--- src/rtl/rfsh_pkg.sv ---
package rfsh_pkg;

    typedef enum logic {
        RF_IDLE = 1'b0,
        RF_RUN  = 1'b1
    } rf_state_e;

    typedef struct packed {
        logic busy;
        logic strobe;
        logic done;
    } rf_ctl_t;

    function automatic int unsigned cnt_width(input int unsigned n);
        return (n < 2) ? 1 : $clog2(n);
    endfunction

endpackage

--- src/rtl/rfsh_timer.sv ---
module rfsh_timer #(
    parameter int unsigned PERIOD = 19000
) (
    input  logic clk,
    input  logic rst,
    output logic tick
);
    localparam int unsigned TW = rfsh_pkg::cnt_width(PERIOD);
    localparam logic [TW-1:0] LAST = TW'(PERIOD - 1);

    logic [TW-1:0] cnt_q;

    assign tick = (cnt_q == LAST);

    always_ff @(posedge clk) begin
        if (rst)       cnt_q <= '0;
        else if (tick) cnt_q <= '0;
        else           cnt_q <= cnt_q + 1'b1;
    end
endmodule

--- src/rtl/rfsh_row_ctr.sv ---
module rfsh_row_ctr #(
    parameter int unsigned ROWS = 32
) (
    input  logic                             clk,
    input  logic                             rst,
    input  logic                             clr,
    input  logic                             step,
    output logic [rfsh_pkg::cnt_width(ROWS)-1:0] row,
    output logic                             at_last
);
    localparam int unsigned RW = rfsh_pkg::cnt_width(ROWS);
    localparam logic [RW-1:0] LAST = RW'(ROWS - 1);

    assign at_last = (row == LAST);

    always_ff @(posedge clk) begin
        if (rst || clr)   row <= '0;
        else if (step)    row <= at_last ? '0 : row + 1'b1;
    end
endmodule

--- src/rtl/rfsh_seq.sv ---
module rfsh_seq #(
    parameter int unsigned CLKS_PER_ROW = 10
) (
    input  logic              clk,
    input  logic              rst,
    input  logic              tick,
    input  logic              grant,
    input  logic              row_last,
    output logic              req,
    output logic              row_clr,
    output logic              row_step,
    output rfsh_pkg::rf_ctl_t ctl
);
    import rfsh_pkg::*;

    localparam int unsigned SW = cnt_width(CLKS_PER_ROW);
    localparam logic [SW-1:0] SLOT_LAST = SW'(CLKS_PER_ROW - 1);

    rf_state_e st_q;
    logic [SW-1:0] slot_q;
    logic req_q;
    logic start, slot_end, finish;

    assign start    = (st_q == RF_IDLE) && req_q && grant;
    assign slot_end = (st_q == RF_RUN) && (slot_q == SLOT_LAST);
    assign finish   = slot_end && row_last;

    assign req      = req_q;
    assign row_clr  = start;
    assign row_step = slot_end;

    always_comb begin
        ctl.busy   = (st_q == RF_RUN);
        ctl.strobe = (st_q == RF_RUN) && (slot_q != SLOT_LAST);
        ctl.done   = finish;
    end

    always_ff @(posedge clk) begin
        if (rst) begin
            st_q   <= RF_IDLE;
            slot_q <= '0;
            req_q  <= 1'b0;
        end else begin
            if (finish)    req_q <= tick;
            else if (tick) req_q <= 1'b1;

            case (st_q)
                RF_IDLE: begin
                    slot_q <= '0;
                    if (start) st_q <= RF_RUN;
                end
                RF_RUN: begin
                    if (slot_end) slot_q <= '0;
                    else          slot_q <= slot_q + 1'b1;
                    if (finish)   st_q <= RF_IDLE;
                end
                default: st_q <= RF_IDLE;
            endcase
        end
    end
endmodule

--- src/rtl/dram_refresh_ctl.sv ---
module dram_refresh_ctl #(
    parameter int unsigned TIMER_PERIOD = 19000,
    parameter int unsigned CLKS_PER_ROW = 10,
    parameter int unsigned ROWS         = 32,
    parameter int unsigned NUM_CHIPS    = 16
) (
    input  logic                                  clk,
    input  logic                                  rst,
    input  logic                                  rfsh_grant,
    output logic                                  rfsh_req,
    output logic                                  instr_hold,
    output logic                                  rfsh_done,
    output logic [rfsh_pkg::cnt_width(ROWS)-1:0]  row_addr,
    output logic                                  rd_strobe,
    output logic [NUM_CHIPS-1:0]                  chip_en,
    output logic                                  capture_block
);
    import rfsh_pkg::*;

    logic tick, row_clr, row_step, row_last;
    rf_ctl_t ctl;

    rfsh_timer #(.PERIOD(TIMER_PERIOD)) u_timer (
        .clk (clk),
        .rst (rst),
        .tick(tick)
    );

    rfsh_seq #(.CLKS_PER_ROW(CLKS_PER_ROW)) u_seq (
        .clk     (clk),
        .rst     (rst),
        .tick    (tick),
        .grant   (rfsh_grant),
        .row_last(row_last),
        .req     (rfsh_req),
        .row_clr (row_clr),
        .row_step(row_step),
        .ctl     (ctl)
    );

    rfsh_row_ctr #(.ROWS(ROWS)) u_row (
        .clk    (clk),
        .rst    (rst),
        .clr    (row_clr),
        .step   (row_step),
        .row    (row_addr),
        .at_last(row_last)
    );

    assign instr_hold    = ctl.busy;
    assign rfsh_done     = ctl.done;
    assign rd_strobe     = ctl.strobe;
    assign capture_block = ctl.busy;

    for (genvar g = 0; g < NUM_CHIPS; g++) begin : g_ce
        assign chip_en[g] = ctl.busy;
    end
endmodule

--- config.mk ---
export PLATFORM = sky130hd
export DESIGN_NAME = dram_refresh_ctl
export DESIGN_NICKNAME = d
export VERILOG_FILES = /design/src/rtl/rfsh_pkg.sv /design/src/rtl/rfsh_timer.sv /design/src/rtl/rfsh_row_ctr.sv /design/src/rtl/rfsh_seq.sv /design/src/rtl/dram_refresh_ctl.sv
export SDC_FILE = /design/constraint.sdc
export NUM_CORES = 1
export LEC_CHECK = 0
export CORE_ASPECT_RATIO = 1.2
export CORE_MARGIN = 4
export CORE_UTILIZATION = 40
export CTS_CLUSTER_DIAMETER = 120
export CTS_CLUSTER_SIZE = 25
export DETAILED_ROUTE_END_ITERATION = 10
export GPL_ROUTABILITY_DRIVEN = 0
export PLACE_DENSITY = 0.66
export SLEW_MARGIN = 20
export SYNTH_ARGS = -nofsm -noshare
export SYNTH_HDL_FRONTEND = slang
export SYNTH_SLANG_ARGS = --single-unit
--- constraint.sdc ---
create_clock -name clk -period 4.2 [get_ports clk]
set_input_delay 0.42 -clock clk [delete_from_list [all_inputs] [get_ports clk]]
set_output_delay 0.42 -clock clk [all_outputs]
set_load 0.03 [all_outputs]
==> results of run 1 <==
-- synth_stat cells, types with 2 or more instances --
cell type  number  area share, %
nor2_1         23            6.6
inv_1           7            2.0
xnor2_1        13            8.6
buf_4          17            9.7
ha_1            7            6.6
nand2_1         8            2.3
nor3_1          5            1.9
o21ai_0         2           0.76
nor4_1          4            1.9
nand4_1         2           0.95
nand4b_1        2            1.3
a21oi_1         6            2.3
nand3_1         7            2.7
or4b_1          2            1.5
a31oi_1         2           0.95
xor2_1          2            1.3
dfxtp_1        26             40
-- power by group --
group	internal [mW]	leakage [nW]	total [mW]	switching (mW)
Sequential	0.249	0.210	0.252	0.00294
Clock	0.0529	0.0210	0.123	0.0703
Combinational	0.00515	0.285	0.0109	0.00574
Total	0.307	0.515	0.386	0.0790
-- cell type report --
| type | count | area [um2] | area share [%] |
|---|---|---|---|
| Clock buffer | 4 | 36.3 | 2.37 |
| Inverter | 7 | 26.3 | 1.72 |
| Multi-Input combinational cell | 97 | 623 | 40.7 |
| Sequential cell | 26 | 520 | 34.0 |
| Tap cell | 36 | 45.0 | 2.94 |
| Timing Repair Buffer | 28 | 280 | 18.3 |
-- critical path, cell delays in order (launching register included) --
cell	delay, ns
dfxtp_1	0.71
and4b_1	0.36
and2_1	0.16
clkdlybuf4s50_1	0.67
-- sequential cells by signal, indices dropped and copies added, names as in the netlist --
register	cells
u_row.row	5
u_seq.req	1
u_seq.slot_q	4
u_seq.st_q	1
u_timer.cnt_q	15
-- placed cells by master (no fill, tap or decap) --
| cell type | n |
|---|---|
| nand4_1 | 2 |
| nor2_1 | 23 |
| nand2b_1 | 1 |
| nor3_1 | 5 |
| nand3_1 | 7 |
| nand2_2 | 1 |
| a21oi_1 | 6 |
| or4_4 | 1 |
| nand2_1 | 8 |
| o21ai_0 | 2 |
| or4b_1 | 2 |
| ha_1 | 7 |
| nand2b_4 | 1 |
| and3_1 | 1 |
| a31oi_1 | 2 |
| or4b_2 | 1 |
| clkbuf_8 | 1 |
| o22ai_1 | 1 |
| clkbuf_4 | 3 |
| nor4_1 | 4 |
| or4_1 | 1 |
| nand4b_1 | 2 |
| xnor2_1 | 13 |
| and2_1 | 1 |
| xor2_1 | 2 |
| and4b_1 | 1 |
| dfxtp_1 | 26 |
| o21bai_1 | 1 |
| clkdlybuf4s50_1 | 28 |
| a221oi_1 | 1 |
| inv_1 | 7 |
-- how the worst max path moves through the flow --
stage               start           end  slack (ns)  cells after the start
4_1_cts        u_seq.st_q     rfsh_done        1.54                      3
5_1_grt        u_seq.st_q     rfsh_done        1.37                      3
3_3_place_gp   u_seq.st_q     rfsh_done        1.98                      3
3_5_place_dp   u_seq.st_q     rfsh_done        1.91                      3
6_report       u_seq.st_q     rfsh_done        1.57                      3
2_1_floorplan  u_seq.st_q  u_row.row[2]        2.12                      3
-- logic make-up after synthesis --
logic type / count (synthesis) / share of synthesized area, %
fa+ha+maj: 7 / 6.65
xor+xnor: 15 / 9.97
compound gates: 13 / 5.70
simple gates: 62 / 25.0
buf+inv: 25 / 13.2
flops: 26 / 39.5
-- metal layers --
layer	up-vias	wire length (um)	global-route usage, %
li1	512	-	-
met1	443	1080	14.2
met2	19	1090	19.7
met3	0	110	1.82
met4	0	0	2.96
met5	-	0	0
-- through the flow --
step | utilization, % | instances | hold WS [ns] | power (mW)
global route | 49.2 | 198 | 0.527 | 0.406
global placement | 48.1 | 194 | 0.448 | 0.268
CTS | 49.2 | 198 | 0.493 | 0.393
finish | 49.2 | 198 | 0.489 | 0.386
floorplan | - | 148 | 0.433 | 0.266
detailed placement | 48.1 | 194 | 0.463 | 0.268
==> reports/results.tsv, run 1 <==
stage	metric	value	unit
placed_design	pre_cts_ws	1.91	ns
synth	synth-seq-cells	26	
timing	finalSetupViolations	0	
job	max_cap_viol_count	0	
drt	firstDrtPassIters	4	
layout	drive_gt1_share	4.94	%
clocking	hold_buffers	0	
clocking	cts_max_level	1	
setup_path	start_kind	register	
timing	tns	0	ns
min_path	min_to	u_seq.slot_q[0]	
synth	seq_area_frac_synth	39.5	%
global_routing	grt_pass1_vias	919	
timing	timing.final.max_slew_violations	0	
synth	ys.flop_type	dfxtp_1	
clocking	cts_buffer_depth	2	
die	core_area	0.00311	mm2
timing	fin_ws	1.57	ns
drt	detail-route-antenna-nets	0	
timing	hold_viol	0	
global_routing	antenna_found_initial	0	
clocking	cts.clk_slew.worst_paths	0.13	ns
status	outcome	complete, no violations	
die	io-pin-count	29	
power_and_ir_drop	p_leak	0.515	nW
setup_path	r2r_setup_slack	2.13	ns
layout	n_antenna_cell	0	
synth	yosys_warnings	0	
drt	drt_iter0_markers	33	
setup_path	cp_max_fo	22	
power_and_ir_drop	peakVddDrop	0.156	mV
synth	netlist_instances	148	
die	initial_utilization	42.4	%
clocking	cts_sinks	26	
min_path	hp-class	register to register	
layout	area_growth	16.2	%
synth	async_flop_share	0	%
min_path	hp-start	u_seq.slot_q[0]	
drt	wirelength	2290	um
clocking	cts_resized	0	
layout	fill_cells	299	
timing	rsz0062_at_grt	false	
timing	finClkSkew	0.00671	ns
die	rows	22	
global_routing	grt_start_max_net_pins	23	
die	fp.dieW	60.4	um
setup_path	r2r.worst_path.cells	3	
timing	final.min_clock_period	2.63	ns
setup_path	path_class	register to output pin	
timing	min_period_over_period	62.6	%
drt	vias	974	
layout	finalNetCount	173	
timing	clock.fmax	380	MHz
synth	syn-cell-area	0.00132	mm2
setup_path	endpoint_kind	output pin	
placed_design	port_buffers	28	
layout	final_area	0.00153	mm2
global_routing	grt.total_usage	11.3	%
placed_design	hpwlAfterDp	1740	um
drt	viasPerCell	4.92	
timing	maxSlewHeadroom	61.4	%
die	dieHeight	70.9	um
synth	synth_nets	158	
global_routing	grt_pass1_wl	3930	um
placed_design	place_area	0.00150	mm2
setup_path	timing.rr.end	u_row.row[2]	
clocking	cts_root_buf	clkbuf_4	
die	die-area	0.00428	mm2
clocking	numCtsBuffers	3	
global_routing	gr-total-overflow	0	
clocking	clock_latency	0.31	ns
synth	synth.distinct_cells	30	
synth	synth-edff-count	0	
setup_path	required	3.78	ns
drt	drc	0	
timing	max_slew.worst_pin.slew	0.579	ns
setup_path	r2r_start	u_seq.st_q	
min_path	worstHoldPathCells	1	
clocking	post_cts.repair.setup_buffers	0	
clocking	cts_tree	yes	
drt	wl_per_cell	11.5	um
synth	avgSynthCellArea	8.90	um2
power_and_ir_drop	power_density	252	mW/mm2
setup_path	cp.arrival	2.21	ns
No activity file was read; power rests on OpenSTA's default activity.
==> run 2: changes to the inputs <==
PLACE_DENSITY = 0.68   (was 0.66)
clock period = 2.3 ns   (was 4.2 ns; I/O delays follow)
==> run 2 against run 1 <==
Count of clock-buffer cells in the layout shrank 1. First-iteration DRC count up 9.1%. Combinational power increased by 81%. Power is 71% higher. Critical endpoint unchanged.
==> reports/results.tsv, run 2 (synthesis gave the netlist of run 1 again) <==
stage	metric	value	unit	change
placed_design	hpwlAfterDp	1740	um	about the same
layout	n_antenna_cell	0		unchanged
timing	max_slew.worst_pin.slew	0.398	ns	was 0.579 ns
power_and_ir_drop	seq_power_share	69.7	%	was 65.3%
drt	vias	987		was 974
setup_path	timing.rr.end	u_row.row[2]		unchanged
layout	area_growth	15.7	%	was 16.2%
die	core_area	0.00311	mm2	unchanged
power_and_ir_drop	power_frac_comb	3.0	%	was 2.8%
layout	mostFrequentLayoutCells	27 x clkdlybuf4s50_1, 26 x dfxtp_1, 23 x nor2_1		was 28 x clkdlybuf4s50_1, 26 x dfxtp_1, 23 x nor2_1
setup_path	required	2.07	ns	was 3.78 ns
die	io-pin-count	29		unchanged
timing	final.min_clock_period	2.15	ns	
setup_path	endpoint_kind	output pin		unchanged
die	die-area	0.00428	mm2	unchanged
drt	detail-route-antenna-nets	0		unchanged
drt	viasPerCell	4.98		was 4.92
layout	largest_register	u_timer.cnt_q		unchanged
clocking	hold_buffers	0		unchanged
timing	hold_viol	0		unchanged
die	dieHeight	70.9	um	unchanged
timing	rsz0062_at_grt	false		unchanged
drt	firstDrtPassIters	4		unchanged
setup_path	cp.arrival	1.92	ns	was 2.21 ns
die	fp.dieW	60.4	um	unchanged
global_routing	gr-total-overflow	0		unchanged
timing	maxSlewHeadroom	73.4	%	was 61.4%
job	max_cap_viol_count	0		unchanged
global_routing	grt.total_usage	11.5	%	was 11.3%
clocking	cts.clk_slew.worst_paths	0.13	ns	about the same
layout	largest_registers	u_timer.cnt_q: 15 flops, u_row.row: 5 flops, u_seq.slot_q: 4 flops		unchanged
power_and_ir_drop	peakVddDrop	0.486	mV	was 0.156 mV
placed_design	port_buffers	28		unchanged
clocking	cts_tree	yes		unchanged
setup_path	path_class	register to output pin		unchanged
power_and_ir_drop	p_leak	0.519	nW	was 0.515 nW
drt	drt_iter0_markers	36		was 33
clocking	clock_latency	0.31	ns	about the same
power_and_ir_drop	intPower	0.525	mW	was 0.307 mW
timing	clock.fmax	465	MHz	
layout	final_common_cell	clkdlybuf4s50_1		unchanged
layout	fill_cells	295		was 299
min_path	worstHoldPathCells	1		unchanged
global_routing	antenna_found_initial	0		unchanged
global_routing	grt_pass1_wl	3930	um	unchanged
timing	finClkSkew	0.00356	ns	was 0.00671 ns
die	rows	22		unchanged
drt	wirelength	2210	um	was 2290 um
layout	finalNetCount	174		was 173
min_path	hp-class	register to register		unchanged
timing	min_period_over_period	93.6	%	
clocking	cts_buffer_depth	2		unchanged
layout	largest_register_ffs	15		unchanged
timing	timing.final.max_slew_violations	0		unchanged
setup_path	cp_max_fo	6		was 22
min_path	hp-start	u_seq.slot_q[0]		unchanged
clocking	cts_root_buf	clkbuf_4		unchanged
global_routing	grt_pass1_vias	943		was 919
setup_path	r2r.worst_path.cells	5		was 3
global_routing	grt_start_max_net_pins	20		was 23
setup_path	r2r_start	u_row.row[0]		was u_seq.st_q
setup_path	r2r_setup_slack	0.40	ns	was 2.13 ns
power_and_ir_drop	clockPowerShare	27.4	%	was 31.9%
drt	wl_per_cell	11.1	um	was 11.5 um
status	outcome	complete, no violations		unchanged
power_and_ir_drop	power.switching	0.135	mW	was 0.0790 mW
min_path	min_to	u_seq.slot_q[0]		unchanged
power_and_ir_drop	power_density	433	mW/mm2	was 252 mW/mm2
power_and_ir_drop	p_sw_share	20.4	%	was 20.5%
placed_design	dp_cells	195		was 194
layout	fin_cells	198		unchanged
timing	finalSetupViolations	0		unchanged
drt	drc	0		unchanged
clocking	numCtsBuffers	3		unchanged
timing	tns	0	ns	unchanged
setup_path	start_kind	register		unchanged
clocking	cts_sinks	26		unchanged
layout	drive_gt1_share	4.94	%	unchanged
die	initial_utilization	42.4	%	unchanged
clocking	cts_max_level	1		unchanged
run 2: cell types whose count changed in the layout (fill, tap and decap cells not counted):
cell             previous run  this run
clkdlybuf4s50_1            28        27
buf_4                       0         1
dlygate4sd2_1               0         1
clkbuf_8                    1         0
run 2: critical path, stage by stage (launching register included):
cell and delay [ns]:
dfxtp_1 0.44, ha_1 0.22, and3_1 0.20, ha_1 0.21, and2_1 0.15, dlygate4sd2_1 0.40
run 2: layout make-up:
cell class              count  area (um2)  area share [%]
repair buffers             29         287            18.8
clock buffers               3        22.5            1.48
inverters                   7        26.3            1.72
well taps                  36        45.0            2.96
multi-input cells          97         623            40.9
flip-flops and latches     26         520            34.2
run 2: per-layer routing:
metal	part of all wire [%]	GRT usage (%)	up-vias	routed length [um]
met5	0	0	-	0
met4	0.45	1.48	0	10
met1	45	12.9	447	988
met3	6.5	3.83	2	144
li1	-	-	514	-
met2	48	20.9	24	1060
run 2: through the flow:
stage | hold slack, ns | cell area, um2 | utilization, % | setup slack, ns | power [mW]
after floorplan | 0.299 | 1320 | - | 0.222 | 0.485
after global placement | 0.447 | 1500 | 48.3 | 0.302 | 0.489
after detailed placement | 0.458 | 1500 | 48.3 | 0.220 | 0.490
after CTS | 0.490 | 1520 | 49.0 | 0.133 | 0.671
after global routing | 0.520 | 1520 | 49.0 | 0.0357 | 0.697
final | 0.485 | 1520 | 49.0 | 0.148 | 0.660
run 2: power groups by stage:
stage | registers (mW) | logic, mW | clock network [mW]
floorplan | 0.469 | 0.0165 | 0
global placement | 0.470 | 0.0190 | 0
detailed placement | 0.470 | 0.0200 | 0
CTS | 0.460 | 0.0201 | 0.191
global route | 0.461 | 0.0226 | 0.213
finish | 0.460 | 0.0197 | 0.181
run 2: how the worst max path moves through the flow:
stage                         to    startpoint  cells after the start
finish                 rfsh_done  u_row.row[0]                      5
global route           rfsh_done  u_row.row[0]                      5
CTS                    rfsh_done  u_row.row[0]                      5
detailed placement     rfsh_done  u_row.row[0]                      5
global placement       rfsh_done  u_row.row[0]                      5
floorplan           u_row.row[2]    u_seq.st_q                      3
run 2: repair_timing:
item / 4_1_cts / 5_1_grt
endpoints found under the setup margin: 1 / 0
gates resized for setup: 1 / 0
buffers inserted: 0 / 0
==> run 3: changes to the inputs <==
CTS_CLUSTER_DIAMETER = unset   (was 120)
==> results of run 3 <==
Same layout as run 2: the final DEF is identical, and so are final timing and power.
